===== config.mk =====
export PLATFORM = sky130hd
export DESIGN_NAME = reset_sequencer
export DESIGN_NICKNAME = d
export VERILOG_FILES = /design/src/rtl/rsq_pkg.sv /design/src/rtl/rsq_sync.sv /design/src/rtl/rsq_datapath.sv /design/src/rtl/rsq_control.sv /design/src/rtl/reset_sequencer.sv
export SDC_FILE = /design/constraint.sdc
export NUM_CORES = 1
export LEC_CHECK = 0
export ABC_CLOCK_PERIOD_IN_PS = 6600
export BUFFER_PORTS_ARGS = -buffer_cell sky130_fd_sc_hd__buf_2
export CELL_PAD_IN_SITES_DETAIL_PLACEMENT = 1
export CELL_PAD_IN_SITES_GLOBAL_PLACEMENT = 1
export CORE_UTILIZATION = 36
export CTS_BUF_LIST = sky130_fd_sc_hd__clkbuf_8
export CTS_CLUSTER_SIZE = 30
export DETAILED_ROUTE_END_ITERATION = 16
export PLACE_DENSITY_LB_ADDON = 0.1
export SKIP_CTS_REPAIR_TIMING = 1
export SYNTH_ARGS = -nofsm -noshare
export SYNTH_HDL_FRONTEND = slang
export SYNTH_SLANG_ARGS = --single-unit

===== constraint.sdc =====
create_clock -name clk -period 6.6 [get_ports clk]
set_clock_uncertainty 0.1 [all_clocks]
set_input_delay 0.66 -clock clk [delete_from_list [all_inputs] [get_ports clk]]
set_output_delay 0.66 -clock clk [all_outputs]
set_load 0.05 [all_outputs]

===== src/rtl/rsq_pkg.sv =====
`timescale 1ns/1ps
package rsq_pkg;

  typedef enum logic [1:0] {
    ST_HOLD    = 2'd0,
    ST_RECOVER = 2'd1,
    ST_RUN     = 2'd2
  } seqState_t;

  // strobes from control to datapath
  typedef struct packed {
    logic recRun;
    logic recClr;
  } recStrobe_t;

endpackage


===== src/rtl/rsq_sync.sv =====
`timescale 1ns/1ps
module rsq_sync #(
  parameter int   W       = 1,
  parameter logic RST_VAL = 1'b0
) (
  input  logic         clk,
  input  logic         arstN,
  input  logic [W-1:0] d,
  output logic [W-1:0] q
);

  for (genvar i = 0; i < W; i++) begin : g_bit
    logic [1:0] stage;
    always_ff @(posedge clk or negedge arstN) begin
      if (!arstN) stage <= {2{RST_VAL}};
      else        stage <= {stage[0], d[i]};
    end
    assign q[i] = stage[1];
  end

endmodule


===== src/rtl/rsq_datapath.sv =====
`timescale 1ns/1ps
module rsq_datapath
  import rsq_pkg::*;
#(
  parameter int NCH         = 3,
  parameter int CLK_HZ      = 250_000_000,
  parameter int REC0_US     = 13_200,
  parameter int REC1_US     = 210_000,
  parameter int REC2_US     = 900_000,
  parameter int GLITCH_NS   = 100,
  parameter int MIN_HOLD_US = 6,
  parameter int HOLD_W      = 16
) (
  input  logic              clk,
  input  logic              arstN,
  input  logic [NCH-1:0]    faultIn,
  input  logic [NCH-1:0]    chEnable,
  input  logic              mrN,
  input  logic              delayMode,
  input  logic [HOLD_W-1:0] holdUs,
  input  logic [1:0]        recSel,
  input  recStrobe_t        strb,
  output logic              faultAny,
  output logic              mrAct,
  output logic              recDone
);

  localparam int    CYC_PER_US = CLK_HZ / 1_000_000;
  localparam int    REC0_CYC   = CYC_PER_US * REC0_US;
  localparam int    REC1_CYC   = CYC_PER_US * REC1_US;
  localparam int    REC2_CYC   = CYC_PER_US * REC2_US;
  localparam int    REC_MAX01  = (REC0_CYC > REC1_CYC) ? REC0_CYC : REC1_CYC;
  localparam int    REC_MAX    = (REC_MAX01 > REC2_CYC) ? REC_MAX01 : REC2_CYC;
  localparam int    REC_W      = $clog2(REC_MAX + 1);
  localparam longint GL_RAW    = (longint'(CLK_HZ) * longint'(GLITCH_NS) + 64'd999_999_999) / 64'd1_000_000_000;
  localparam int    GLITCH_CYC = (GL_RAW < 1) ? 1 : int'(GL_RAW);
  localparam int    CNT_W      = HOLD_W + $clog2(CYC_PER_US + 1) + 1;

  // ---------------- input synchronisers ----------------
  logic [NCH-1:0] faultS;
  logic [0:0]     mrNS;

  rsq_sync #(.W(NCH), .RST_VAL(1'b1)) uFaultSync (
    .clk(clk), .arstN(arstN), .d(faultIn), .q(faultS)
  );

  rsq_sync #(.W(1), .RST_VAL(1'b1)) uMrSync (
    .clk(clk), .arstN(arstN), .d(mrN), .q(mrNS)
  );

  assign faultAny = |(faultS & chEnable);

  // ---------------- button filter / hold-off ----------------
  logic              mrLowS;
  logic [HOLD_W-1:0] effUs;
  logic [CNT_W-1:0]  holdCyc;
  logic [CNT_W-1:0]  mrThr;
  logic [CNT_W-1:0]  mrCnt;

  assign mrLowS  = ~mrNS[0];
  assign effUs   = (holdUs < HOLD_W'(MIN_HOLD_US)) ? HOLD_W'(MIN_HOLD_US) : holdUs;
  assign holdCyc = CNT_W'(effUs) * CNT_W'(CYC_PER_US);
  assign mrThr   = delayMode ? holdCyc : CNT_W'(GLITCH_CYC);

  always_ff @(posedge clk or negedge arstN) begin
    if (!arstN)             mrCnt <= '0;
    else if (!mrLowS)       mrCnt <= '0;
    else if (mrCnt < mrThr) mrCnt <= mrCnt + CNT_W'(1);
  end

  assign mrAct = (mrCnt >= mrThr);

  // ---------------- recovery timer ----------------
  logic [REC_W-1:0] recLen;
  logic [REC_W-1:0] recCnt;

  always_comb begin
    case (recSel)
      2'd0:    recLen = REC_W'(REC0_CYC);
      2'd1:    recLen = REC_W'(REC1_CYC);
      default: recLen = REC_W'(REC2_CYC);
    endcase
  end

  always_ff @(posedge clk or negedge arstN) begin
    if (!arstN)           recCnt <= '0;
    else if (strb.recClr) recCnt <= '0;
    else if (strb.recRun) recCnt <= recCnt + REC_W'(1);
  end

  assign recDone = (recCnt >= recLen - REC_W'(1));

  // ---------------- assertions ----------------
  a_r8_disturb_restarts_count: assert property (@(posedge clk) disable iff (!arstN)
    (faultAny || mrAct) |=> (recCnt == '0));

  a_r6_early_release_cancels: assert property (@(posedge clk) disable iff (!arstN)
    !mrLowS |=> !mrAct);

  a_r4_accept_needs_low_input: assert property (@(posedge clk) disable iff (!arstN)
    $rose(mrAct) |-> $past(mrLowS));

endmodule


===== src/rtl/rsq_control.sv =====
`timescale 1ns/1ps
module rsq_control
  import rsq_pkg::*;
(
  input  logic       clk,
  input  logic       arstN,
  input  logic       faultAny,
  input  logic       mrAct,
  input  logic       recDone,
  output recStrobe_t strb,
  output logic       rstActive
);

  seqState_t state, stateNxt;
  logic      srcBad;

  assign srcBad = faultAny | mrAct;

  always_comb begin
    stateNxt = state;
    if (srcBad) begin
      stateNxt = ST_HOLD;
    end else begin
      case (state)
        ST_HOLD:    stateNxt = ST_RECOVER;
        ST_RECOVER: stateNxt = recDone ? ST_RUN : ST_RECOVER;
        ST_RUN:     stateNxt = ST_RUN;
        default:    stateNxt = ST_HOLD;
      endcase
    end
  end

  always_ff @(posedge clk or negedge arstN) begin
    if (!arstN) state <= ST_HOLD;
    else        state <= stateNxt;
  end

  always_comb begin
    strb.recRun = (state == ST_RECOVER) && !srcBad;
    strb.recClr = !strb.recRun;
  end

  assign rstActive = (state != ST_RUN);

  // ---------------- assertions ----------------
  a_r1_source_forces_reset: assert property (@(posedge clk) disable iff (!arstN)
    (faultAny || mrAct) |=> rstActive);

  a_r2_release_needs_full_window: assert property (@(posedge clk) disable iff (!arstN)
    $fell(rstActive) |-> $past(recDone && !faultAny && !mrAct));

endmodule


===== src/rtl/reset_sequencer.sv =====
`timescale 1ns/1ps
module reset_sequencer
  import rsq_pkg::*;
#(
  parameter int NCH         = 3,
  parameter int CLK_HZ      = 250_000_000,
  parameter int REC0_US     = 13_200,
  parameter int REC1_US     = 210_000,
  parameter int REC2_US     = 900_000,
  parameter int GLITCH_NS   = 100,
  parameter int MIN_HOLD_US = 6,
  parameter int HOLD_W      = 16
) (
  input  logic              clk,
  input  logic              arstN,
  input  logic [NCH-1:0]    faultIn,
  input  logic [NCH-1:0]    chEnable,
  input  logic              mrN,
  input  logic              delayMode,
  input  logic [HOLD_W-1:0] holdUs,
  input  logic [1:0]        recSel,
  input  logic              odMode,
  output logic              rstN,
  output logic              rstOe
);

  recStrobe_t strb;
  logic       faultAny;
  logic       mrAct;
  logic       recDone;
  logic       rstActive;

  rsq_datapath #(
    .NCH(NCH), .CLK_HZ(CLK_HZ), .REC0_US(REC0_US), .REC1_US(REC1_US),
    .REC2_US(REC2_US), .GLITCH_NS(GLITCH_NS), .MIN_HOLD_US(MIN_HOLD_US),
    .HOLD_W(HOLD_W)
  ) uDatapath (
    .clk(clk), .arstN(arstN), .faultIn(faultIn), .chEnable(chEnable),
    .mrN(mrN), .delayMode(delayMode), .holdUs(holdUs), .recSel(recSel),
    .strb(strb), .faultAny(faultAny), .mrAct(mrAct), .recDone(recDone)
  );

  rsq_control uControl (
    .clk(clk), .arstN(arstN), .faultAny(faultAny), .mrAct(mrAct),
    .recDone(recDone), .strb(strb), .rstActive(rstActive)
  );

  // pin drive model
  assign rstOe = odMode ? rstActive : 1'b1;
  assign rstN  = odMode ? 1'b0 : ~rstActive;

endmodule


After elaboration in Yosys (flattened, before gate mapping)
Index checks and enable logic that the tools add are counted.
{"block": "op_classes", "bitwise": 3, "addsub": 3, "n_mux": 11, "order_cmp": 4, "eq_ne": 4, "n_mul": 1, "n_reduce_logical": 6}
{"op": "case mux 28 bit (2 select lines)", "count": 1}
{"op": "two-way mux 25 bit", "count": 2}
{"op": "adder 28 x 1 -> 28 bit, second input constant", "count": 1}
{"op": "greater-or-equal comparator 28 bit", "count": 1}
{"op": "two-way mux 28 bit", "count": 1}
{"op": "subtractor 28 x 1 -> 28 bit, second input constant", "count": 1}
{"op": "adder 25 x 1 -> 25 bit, second input constant", "count": 1}
{"op": "greater-or-equal comparator 25 bit", "count": 1}
{"op": "less-than comparator 25 bit", "count": 1}
{"op": "two-way mux 24 bit", "count": 1}
{"op": "multiplier 16 x 7 -> 23 bit, second input constant", "count": 1}
{"op": "less-than comparator 16 x 3 -> 1 bit, second input constant", "count": 1}
{"op": "two-way mux 16 bit", "count": 1}
{"op": "case mux 2 bit (3 select lines)", "count": 1}
{"op": "equality test 2 x 1 -> 1 bit, second input constant", "count": 2}
{"op": "zero test 2 bit", "count": 2}
{"op": "two-way mux 2 bit", "count": 2}
{"op": "AND 3 bit", "count": 1}
{"op": "OR reduction 3 bit", "count": 1}
{"op": "equality test 2 bit, second input constant", "count": 1}
{"op": "two-way mux 1 bit", "count": 2}
{"op": "inequality test 2 bit, second input constant", "count": 1}
{"op": "nonzero test 2 bit", "count": 1}
{"op": "logical AND 1 bit", "count": 1}
{"op": "3 further kinds", "count": 3}
{"block": "word_totals", "input_bits": 29, "wordCells": 39, "regBits": 63, "out_inout_bits": 2}

Longest topological paths before layout
Gate-level depths: netlist (run 1).
{"block": "logic_depth", "depth_word": 9, "depth_mapped": 31}

By module
Synthesis (run 1) repeated with hierarchy kept, for this count alone.
{"block": "hier_totals", "cells_unflattened": 771, "hier_area_um2": 6998.0}
{"module": "rsq_datapath", "n_inst": 1, "area_each_um2": 6651.4, "cells_each": 749}
{"module": "rsq_sync (uDatapath.uFaultSync)", "n_inst": 1, "area_each_um2": 180.2, "cells_each": 9}
{"module": "rsq_control", "n_inst": 1, "area_each_um2": 103.8, "cells_each": 9}
{"module": "rsq_sync (uDatapath.uMrSync)", "n_inst": 1, "area_each_um2": 52.6, "cells_each": 2}
{"module": "reset_sequencer", "n_inst": 1, "area_each_um2": 10.0, "cells_each": 2}

Worst setup path before layout (run 1)
Ideal clock, no wire load.
{"block": "synth_path", "kind": "input to register", "startpoint": "input holdUs[14]", "endpoint": "register uDatapath.mrCnt[19]", "setup_slack_ps": -858, "required_ps": 6381, "path_buffers": 0, "setup_ps": 119, "stages": 29, "t_arrival_ps": 7239, "path_cell_list": "inv_1 > ha_1 > nor4b_1 > nand4_1 > nand2b_1 > inv_1 > fa_1 > inv_1 > fa_1 > inv_1 > fa_1 > inv_1 > fa_1 > ha_1 > o211a_1 > o31ai_1 > a21oi_1 > a311oi_1 > o21ai_0 > a21oi_1 > mux2_2 > ha_1 > and3_1 > a221o_1 > a2111oi_4 > o21ai_2 > a2111oi_4 > a31oi_1 > o21ba_2"}
{"block": "synth_via", "elab_chain_len": 6}
{"item": "start, declared", "line_no": "reset_sequencer.sv:20", "text": "input logic [HOLD_W-1:0] holdUs,"}
{"item": "less-than comparator 16 x 3 -> 1 bit", "line_no": "rsq_datapath.sv:61", "text": "assign effUs = (holdUs < HOLD_W'(MIN_HOLD_US)) ? HOLD_W'(MIN_HOLD_US) : holdUs;"}
{"item": "two-way mux 16 bit (*)", "line_no": "rsq_datapath.sv:61"}
{"item": "multiplier 16 x 7 -> 23 bit (*)", "line_no": "rsq_datapath.sv:62", "text": "assign holdCyc = CNT_W'(effUs) * CNT_W'(CYC_PER_US);"}
{"item": "two-way mux 24 bit (*)", "line_no": "rsq_datapath.sv:63", "text": "assign mrThr = delayMode ? holdCyc : CNT_W'(GLITCH_CYC);"}
{"item": "less-than comparator 25 bit (*)", "line_no": "rsq_datapath.sv:68", "text": "else if (mrCnt < mrThr) mrCnt <= mrCnt + CNT_W'(1);"}
{"item": "nonzero test 2 bit (no line) (*)"}
{"item": "end signal, assigned", "line_no": "rsq_datapath.sv:68"}
{"item": "end, declared", "line_no": "rsq_datapath.sv:58", "text": "logic [CNT_W-1:0] mrCnt;"}
Every way passes the cells marked *; elsewhere a longest branch is shown, timed or not.
A chain may end at the register's enable or synchronous reset.

Worst setup path in the final report (run 1)
{"block": "layout_path", "startpoint": "input holdUs[15]", "endpoint": "register uDatapath.mrCnt[9]"}
Same word-level chain as after synthesis.

==> flow_summary.json, run 1 <==
{
  "outcome": "finished, violations left",
  "failed_checks": "setup timing",
  "fin_crit_sh_pct": 111,
  "cts-root-buf": "clkbuf_8",
  "rr_startpoint": "uDatapath.mrCnt[19]$_DFFE_PN0P_",
  "ys_seq_area_share_pct": 23.2,
  "fin_crit_ns": 7.30,
  "yosysUniqueCellTypes": 61,
  "synth_commonest_cells": "98 x inv_1, 94 x ha_1, 71 x nor2_1, 55 x dfrtp_1, 51 x fa_1",
  "drive_gt1_share_pct": 28.1,
  "cts.sinks": 63,
  "cts_tree": "built",
  "numCtsBuffers": 9,
  "crit_top_cell": "fa_1",
  "worstRegToRegCells": 10,
  "tightest_slew_ns": 0.827,
  "synth.avg_cell_area_um2": 9.47,
  "path_max_fanout": 5,
  "synth_flop_cell": "dfrtp_1",
  "critPathArrivalTime_ns": 7.41,
  "grt_max_degree": 64,
  "die-area_um2": 19600,
  "initial_core_util_pct": 36.6,
  "antenna_found_initial": 0,
  "synth.cell_area_um2": 6850,
  "clk_path_buf_depth": 2,
  "crit_slowest_cell": "fa_1",
  "synth_nets": 897,
  "critPathMaxStageDelay_ns": 0.52,
  "wirelength_um": 17100,
  "grtUsageTotal_pct": 18.6,
  "holdPathStages": 0,
  "start_kind": "input pin",
  "viasPerCell": 5.11,
  "vias": 5563,
  "synth_top_cell_by_area": "dfrtp_1",
  "syn2layout_area_growth_pct": 27.7,
  "end_kind": "register",
  "worstPathRequired_ns": 6.71,
  "cp_top_family": "adder cells",
  "wl_per_cell_um": 15.7,
  "drv_slew": 0,
  "ys_ff_latch": 63,
  "cts.clk_slew.worst_paths_ns": 0.08,
  "cap_violations": 0,
  "reg2reg_to": "uDatapath.mrCnt[9]$_DFFE_PN0P_",
  "drt_iter0_markers": 215,
  "fin_ws_ns": -0.696,
  "rrSetupSlack_ns": 3.75,
  "worstSetupStartpoint": "holdUs[15]",
  "synth_edf_count": 0,
  "min_path_type": "reg2reg",
  "core_area_um2": 18700,
  "p_per_area_nw_per_um2": 341,
  "drtPass1Iterations": 4,
  "fp.dieH_um": 140,
  "antennaDiodeCount": 0,
  "critPathBufInv": 9,
  "rsz0062_at_grt": "true",
  "hp-start": "uDatapath.uFaultSync.g_bit[2].stage[0]$_DFF_PN1_",
  "final_antenna_net_count": 0,
  "ys_warn_count": 0,
  "async_flop_share_pct": 100,
  "drc": 0,
  "grt_pass1_vias": 6235,
  "overflow": 0,
  "port-buffer-count": 30,
  "synth_area_leaders": "dfrtp_1 20%, ha_1 17%, fa_1 15%, inv_1 5.4%, xnor2_1 5.0%",
  "fin_util_pct": 46.7,
  "cp.depth": 33,
  "synth_most_common_cell": "inv_1",
  "routabilityCongestion": 0.795,
  "worst_skew_pair.late_latency_ns": 0.35,
  "syn_inst": 723,
  "boundaryPins": 31,
  "core.rowCount": 50,
  "synth_top_area_share_pct": 20.1,
  "nets": 1023,
  "setup_viol": 55,
  "h-tree-depth": 3,
  "crit_type": "in2reg",
  "hold_violations": 0,
  "dp_hpwl_um": 13700,
  "grt_pass1_wl_um": 29800,
  "slew-limit-headroom_pct": 44.9,
  "ir_worst_vdd_mv": 0.201,
  "tns_ns": -31.35,
  "hold_end": "uDatapath.uFaultSync.g_bit[2].stage[1]$_DFF_PN1_",
  "max_freq_mhz": 137,
  "die_x_um": 140,
  "p_leak_uw": 0.00405
}
cell type report:
cell class / instances / area, um2
flip-flops and latches: 63 / 1590
repair buffers: 140 / 1060
clock buffers: 9 / 124
inverters: 98 / 388
fillers: 2116 / 9960
clock inverters: 7 / 97.6
multi-input cells: 537 / 5190
well taps: 234 / 293
worst max path at each step:
stage / end / slack, ns
CTS: uDatapath.mrCnt[5]$_DFFE_PN0P_ / -1.03
finish: uDatapath.mrCnt[9]$_DFFE_PN0P_ / -0.70
global placement: uDatapath.mrCnt[5]$_DFFE_PN0P_ / -1.13
global route: uDatapath.mrCnt[9]$_DFFE_PN0P_ / -1.0
detailed placement: uDatapath.mrCnt[5]$_DFFE_PN0P_ / -1.40
floorplan: uDatapath.mrCnt[21]$_DFFE_PN0P_ / -0.46
cells by family (layout without fill, tap and decap cells):
| family | after synthesis | after routing | synth area share [%] |
|---|---|---|---|
| AND/OR/NAND/NOR | 213 | 213 | 15.7 |
| adder cells (fa/ha/maj) | 145 | 145 | 32.1 |
| buffers and inverters | 123 | 254 | 6.94 |
| AO/OA/AOI/OAI | 115 | 115 | 13.8 |
| flip-flops | 63 | 63 | 23.2 |
| XOR/XNOR | 60 | 60 | 7.67 |
| multiplexers | 4 | 4 | 0.639 |
registers in the layout, indices dropped and copies added, names as in the netlist:
register / flops
uControl.state: 2
uDatapath.uMrSync.g_bit.stage: 2
uDatapath.recCnt: 28
uDatapath.mrCnt: 25
uDatapath.uFaultSync.g_bit.stage: 6
metrics by stage:
stage	hold slack, ns	power (uW)	cells	setup slack [ns]	instance area, um2
finish	0.256	2980	1088	-0.696	8740
global route	0.264	3280	1088	-0.998	8740
CTS	0.257	2830	1079	-1.03	8330
detailed placement	0.247	2430	1063	-1.40	8110
global placement	0.246	2370	1063	-1.13	8110
floorplan	0.245	1640	723	-0.463	6990
layout by cell type (no fill, tap or decap), types with 11 or more instances in the layout:
| cell type | n |
|---|---|
| nand4_1 | 16 |
| xor2_1 | 21 |
| a21o_1 | 14 |
| nand3_1 | 25 |
| buf_2 | 28 |
| o21ai_0 | 11 |
| fa_1 | 51 |
| ha_1 | 87 |
| nand2_1 | 43 |
| a2111oi_4 | 11 |
| buf_4 | 102 |
| inv_1 | 92 |
| a21oi_1 | 19 |
| nor2_1 | 63 |
| xnor2_1 | 38 |
| dfrtp_1 | 55 |
routing by layer:
layer  global-route usage, %  vias up  wire length, um
li1                        -     2715                -
met1                    23.5     2787             7880
met2                    34.1       46             8850
met3                    1.44       15              206
met4                    4.51        0              190
met5                       0        -                0
power breakdown:
| part | switching (uW) | leakage [uW] | internal [uW] |
|---|---|---|---|
| combinational | 1080 | 0.00309 | 1120 |
| sequential | 8.51 | 0.000848 | 393 |
| clock | 163 | 0.000105 | 213 |
| total | 1250 | 0.00405 | 1730 |
Power figures use the tool's default switching activity.
==> run 2, diff against run 1 <==
--- a/config.mk
+++ b/config.mk
@@ -5,7 +5,7 @@
 export SDC_FILE = /design/constraint.sdc
 export NUM_CORES = 1
 export LEC_CHECK = 0
-export ABC_CLOCK_PERIOD_IN_PS = 6600
+export ABC_CLOCK_PERIOD_IN_PS = 6450
 export BUFFER_PORTS_ARGS = -buffer_cell sky130_fd_sc_hd__buf_2
 export CELL_PAD_IN_SITES_DETAIL_PLACEMENT = 1
 export CELL_PAD_IN_SITES_GLOBAL_PLACEMENT = 1
==> constraint.sdc (replaced) <==
create_clock -name clk -period 6.45 [get_ports clk]
set_clock_uncertainty 0.1 [all_clocks]
set_input_delay 0.645 -clock clk [delete_from_list [all_inputs] [get_ports clk]]
set_output_delay 0.645 -clock clk [all_outputs]
set_load 0.05 [all_outputs]
==> run 2 against run 1 <==
  * The run still ends with setup timing left
  * Sequential power rose by 2%
  * Highest routed layer unchanged
  * Cell area down 0.46%
  * Flip-flop and latch count stayed put
  * First-iteration DRC count is 1.4% lower
  * Setup slack got worse by 0.22 ns
  * Core utilization shrank 0.21 points
  * Wire length is essentially flat
==> flow_summary.json, run 2 (synthesized netlist as in run 1, its figures left out) <==
{
  "outcome": "finished, violations left",
  "failed_checks": "setup timing",
  "die-area_um2": 19600,
  "rsz0062_at_grt": "true",
  "grt_max_degree": 64,
  "max_freq_mhz": 136,
  "boundaryPins": 31,
  "reg2reg_to": "uDatapath.mrCnt[9]$_DFFE_PN0P_",
  "largest_register_ffs": 28,
  "path_max_fanout": 5,
  "viasPerCell": 5.11,
  "antenna_found_initial": 0,
  "p_leak_uw": 0.00404,
  "wl_per_cell_um": 15.8,
  "clk_path_buf_depth": 2,
  "worstPathRequired_ns": 6.56,
  "worstRegToRegCells": 10,
  "overflow": 0,
  "end_kind": "register",
  "fin_crit_sh_pct": 114,
  "worst_skew_pair.late_latency_ns": 0.35,
  "stdcell_count": 1086,
  "setup_viol": 55,
  "p_per_area_nw_per_um2": 345,
  "cts.sinks": 63,
  "top_usage_layer": "met2",
  "fin_util_pct": 46.5,
  "fp.dieH_um": 140,
  "cts_tree": "built",
  "hold_violations": 0,
  "use_met2_pct": 35.0,
  "dp_hpwl_um": 13800,
  "die_x_um": 140,
  "drc": 0,
  "regMostFlops": "uDatapath.recCnt",
  "core_area_um2": 18700,
  "start_kind": "input pin",
  "fillers": 2133,
  "initial_core_util_pct": 36.6,
  "rrSetupSlack_ns": 3.52,
  "drt_iter0_markers": 212,
  "drtPass1Iterations": 4,
  "crit_type": "in2reg",
  "core.rowCount": 50,
  "cts-root-buf": "clkbuf_8",
  "slew-limit-headroom_pct": 44.2,
  "grtUsageTotal_pct": 18.8,
  "port-buffer-count": 30,
  "met1_usage_pct": 23.1,
  "final_antenna_net_count": 0,
  "nets": 1021,
  "use_met3_pct": 1.91,
  "ir_worst_vdd_mv": 0.215,
  "tns_ns": -43.94,
  "fin_ws_ns": -0.917,
  "routabilityCongestion": 0.788,
  "cts.clk_slew.worst_paths_ns": 0.07,
  "reg_top3": "uDatapath.recCnt x28, uDatapath.mrCnt x25, uDatapath.uFaultSync.g_bit.stage x6",
  "hp-start": "uDatapath.uFaultSync.g_bit[1].stage[0]$_DFF_PN1_",
  "final_cell_mix": "98 x buf_4, 92 x inv_1, 90 x ha_1",
  "syn2layout_area_growth_pct": 27.1,
  "p_total_uw": 3010,
  "cap_violations": 0,
  "crit_slowest_cell": "fa_1",
  "critPathBufInv": 8,
  "layout_commonest_cell": "buf_4",
  "cp_top_family": "adder cells",
  "wirelength_um": 17100,
  "grt_pass1_vias": 6236,
  "rr_startpoint": "uDatapath.mrCnt[18]$_DFFE_PN0P_",
  "fin_crit_ns": 7.37,
  "h-tree-depth": 3,
  "min_path_type": "reg2reg",
  "antennaDiodeCount": 0,
  "dp.cells": 1064,
  "drv_slew": 0,
  "holdPathStages": 0,
  "vias": 5550,
  "critPathArrivalTime_ns": 7.48,
  "grt_pass1_wl_um": 30000,
  "numCtsBuffers": 9,
  "hold_end": "uDatapath.uFaultSync.g_bit[1].stage[1]$_DFF_PN1_",
  "critPathMaxStageDelay_ns": 0.53,
  "tightest_slew_ns": 0.837,
  "drive_gt1_share_pct": 27.9
}
run 2: cell types whose count changed in the layout (fill, tap and decap cells not counted), sizes merged:
| cell | previous run | this run |
|---|---|---|
| buf | 140 | 138 |
| inv | 98 | 101 |
| clkinv | 3 | 0 |
run 2: metal layers:
metal / part of all wire (%) / vias to the layer above
li1: - / 2709
met1: 45 / 2761
met2: 52 / 63
met3: 1.5 / 17
met4: 1.1 / 0
met5: 0 / -
run 2: worst max-delay path by stage:
stage                           from                               to  cells past startpoint
after global placement    holdUs[15]  uDatapath.mrCnt[21]$_DFFE_PN0P_                     31
after global routing      holdUs[14]   uDatapath.mrCnt[9]$_DFFE_PN0P_                     32
after detailed placement  holdUs[15]   uDatapath.mrCnt[5]$_DFFE_PN0P_                     32
final                     holdUs[15]   uDatapath.mrCnt[9]$_DFFE_PN0P_                     32
after CTS                 holdUs[15]   uDatapath.mrCnt[5]$_DFFE_PN0P_                     32
after floorplan           holdUs[15]  uDatapath.mrCnt[21]$_DFFE_PN0P_                     29
run 2: metrics by stage:
stage	worst slack [ns]	cell area, um2	hold slack [ns]
5_1_grt	-1.37	8700	0.258
6_report	-0.917	8700	0.261
4_1_cts	-1.19	8340	0.256
2_1_floorplan	-0.598	6990	0.245
3_3_place_gp	-1.27	8120	0.246
3_5_place_dp	-1.53	8120	0.253
run 2: layout make-up:
type	instances	area [um2]	area share [%]
Clock inverter	7	96.3	1.11
Inverter	98	388	4.46
Tap cell	234	293	3.36
Multi-Input combinational cell	537	5160	59.3
Sequential cell	63	1590	18.2
Clock buffer	9	124	1.42
Timing Repair Buffer	138	1060	12.2
run 2: power by group:
group	switching (uW)	leakage [uW]	internal [uW]	total [uW]
Clock	168	0.000108	219	386
Sequential	8.89	0.000848	402	411
Combinational	1100	0.00308	1110	2210
Total	1280	0.00404	1730	3010
==> run 3, diff against run 2 <==
==> constraint.sdc (replaced) <==
create_clock -name clk -period 6.45 [get_ports clk]
set_clock_uncertainty 0.1 [all_clocks]
set_input_delay 0 -clock clk [delete_from_list [all_inputs] [get_ports clk]]
set_output_delay 0 -clock clk [all_outputs]
set_load 0.05 [all_outputs]
==> run 3 against run 2 <==
  * The run still ends with setup timing left
  * Fmax is 13% higher
  * Sequential power hardly changed
  * Global-route usage is 0.33 points lower
  * Register-to-register slack better by 0.11 ns
  * Total power about the same
  * Largest cell class unchanged
==> flow_summary.json, run 3 (synthesized netlist as in run 1, its figures left out) <==
{
  "outcome": "finished, violations left",
  "failed_checks": "setup timing",
  "final_antenna_net_count": 0,
  "worst_skew_pair.late_latency_ns": 0.36,
  "cap_violations": 0,
  "grt_pass1_wl_um": 29200,
  "regMostFlops": "uDatapath.recCnt",
  "grt_pass1_vias": 5958,
  "layout_commonest_cell": "inv_1",
  "hold_end": "uControl.state[0]$_DFF_PN0_",
  "port-buffer-count": 30,
  "tightest_slew_ns": 0.829,
  "fillers": 2101,
  "dp_slack_ns": -0.770,
  "drc": 0,
  "switching_share_pct": 43.3,
  "nets": 1012,
  "critPathArrivalTime_ns": 6.68,
  "core.rowCount": 50,
  "hp-start": "chEnable[2]",
  "cts.clk_slew.worst_paths_ns": 0.08,
  "min_path_type": "in2reg",
  "largest_register_ffs": 28,
  "rr_startpoint": "uDatapath.mrCnt[18]$_DFFE_PN0P_",
  "final_cell_mix": "94 x inv_1, 87 x ha_1, 85 x buf_4",
  "cts-root-buf": "clkbuf_8",
  "wl_per_cell_um": 16.3,
  "dp_hpwl_um": 13500,
  "rrSetupSlack_ns": 3.63,
  "combPwrFrac_pct": 72.9,
  "dp.cells": 1038,
  "cts.sinks": 63,
  "stdcell_count": 1077,
  "rsz0062_at_grt": "true",
  "syn2layout_area_growth_pct": 27.5,
  "reg2reg_to": "uDatapath.mrCnt[5]$_DFFE_PN0P_",
  "intPower_uw": 1700,
  "p_leak_uw": 0.00401,
  "crit_type": "in2reg",
  "antennaDiodeCount": 0,
  "boundaryPins": 31,
  "switchingPower_uw": 1300,
  "p_per_area_nw_per_um2": 344,
  "fin_crit_ns": 6.55,
  "grt_max_degree": 64,
  "drt_iter0_markers": 234,
  "fin_ws_ns": -0.0962,
  "holdPathStages": 5,
  "critPathMaxStageDelay_ns": 0.52,
  "vias": 5550,
  "power.share.sequential_pct": 13.7,
  "viasPerCell": 5.15,
  "ir_worst_vdd_mv": 0.147,
  "h-tree-depth": 3,
  "start_kind": "input pin",
  "initial_core_util_pct": 36.6,
  "end_kind": "register",
  "grtUsageTotal_pct": 18.5,
  "fin_crit_sh_pct": 101,
  "worstPathRequired_ns": 6.58,
  "fp.dieH_um": 140,
  "crit_slowest_cell": "fa_1",
  "die_x_um": 140,
  "cts_tree": "built",
  "reg_top3": "uDatapath.recCnt x28, uDatapath.mrCnt x25, uDatapath.uFaultSync.g_bit.stage x6",
  "routabilityCongestion": 0.807,
  "antenna_found_initial": 0,
  "numCtsBuffers": 9,
  "drv_slew": 0,
  "clk_path_buf_depth": 2,
  "wirelength_um": 17600,
  "max_freq_mhz": 153,
  "slew-limit-headroom_pct": 44.7,
  "setup_viol": 36,
  "worstRegToRegCells": 11,
  "drtPass1Iterations": 4,
  "hold_violations": 0,
  "crit_top_cell": "fa_1",
  "overflow": 0,
  "clockPowerShare_pct": 13.4,
  "core_area_um2": 18700,
  "die-area_um2": 19600,
  "drive_gt1_share_pct": 28.1,
  "path_max_fanout": 4
}
run 3: cell count changes in the layout (fill, tap and decap cells not counted), sizes merged:
cell / before / now
inv: 101 / 99
buf: 138 / 122
dlygate4sd3: 0 / 5
clkinv: 0 / 1
clkbuf: 9 / 12
run 3: cell type report:
type,instances,area [um2],share of cell area (%)
multi-input combinational,537,5250,60.2
sequential,63,1590,18.2
timing repair buffer,129,996,11.4
inverter,98,370,4.24
tap,234,293,3.35
clock buffer,10,138,1.58
clock inverter,6,92.6,1.06
run 3: power by group through the flow:
stage | registers, uW | logic, uW | clock network, uW
detailed placement | 419 | 1970 | 0
finish | 411 | 2190 | 404
floorplan | 414 | 1240 | 0
global route | 412 | 2460 | 431
CTS | 411 | 1990 | 417
global placement | 418 | 1910 | 0
run 3: layer usage:
layer / track usage [%] / share of wire (%) / up-vias
met5: 0 / 0 / -
met4: 4.80 / 1.2 / 0
met3: 1.81 / 1.1 / 13
met2: 32.9 / 53 / 49
met1: 23.9 / 45 / 2798
li1: - / - / 2690
run 3: worst max path at each step:
stage                     cells after the start       start  slack [ns]                               to
final                                        33  holdUs[14]        -0.1   uDatapath.mrCnt[5]$_DFFE_PN0P_
after global routing                         31  holdUs[14]       -0.43   uDatapath.recCnt[21]$_DFF_PN0_
after CTS                                    31  holdUs[14]       -0.41   uDatapath.mrCnt[1]$_DFFE_PN0P_
after detailed placement                     31  holdUs[14]       -0.77   uDatapath.mrCnt[1]$_DFFE_PN0P_
after global placement                       30  holdUs[14]       -0.55  uDatapath.mrCnt[22]$_DFFE_PN0P_
after floorplan                              28   holdUs[3]       0.008  uDatapath.mrCnt[21]$_DFFE_PN0P_
run 3: worst max-delay path, delay by kind of cell:
kind / cells / cell delay (ns)
buffers and inverters: 9 / 0.80
AO/OA/AOI/OAI: 10 / 1.98
multiplexers: 1 / 0.33
XOR/XNOR: 1 / 0.16
AND/OR/NAND/NOR: 5 / 0.84
adder cells (fa/ha/maj): 7 / 2.57
run 3: metrics by stage:
stage,utilization [%],hold WS (ns),setup TNS (ns),power (uW),instance area (um2)
2_1_floorplan,-,-0.396,0,1660,6900
3_3_place_gp,41.8,0.00478,-25.91,2320,7820
3_5_place_dp,41.8,0.00637,-38.53,2390,7820
4_1_cts,43.0,-0.384,-18.53,2820,8050
5_1_grt,46.7,0.0591,-19.56,3300,8730
6_report,46.7,0.0469,-1.08,3010,8730
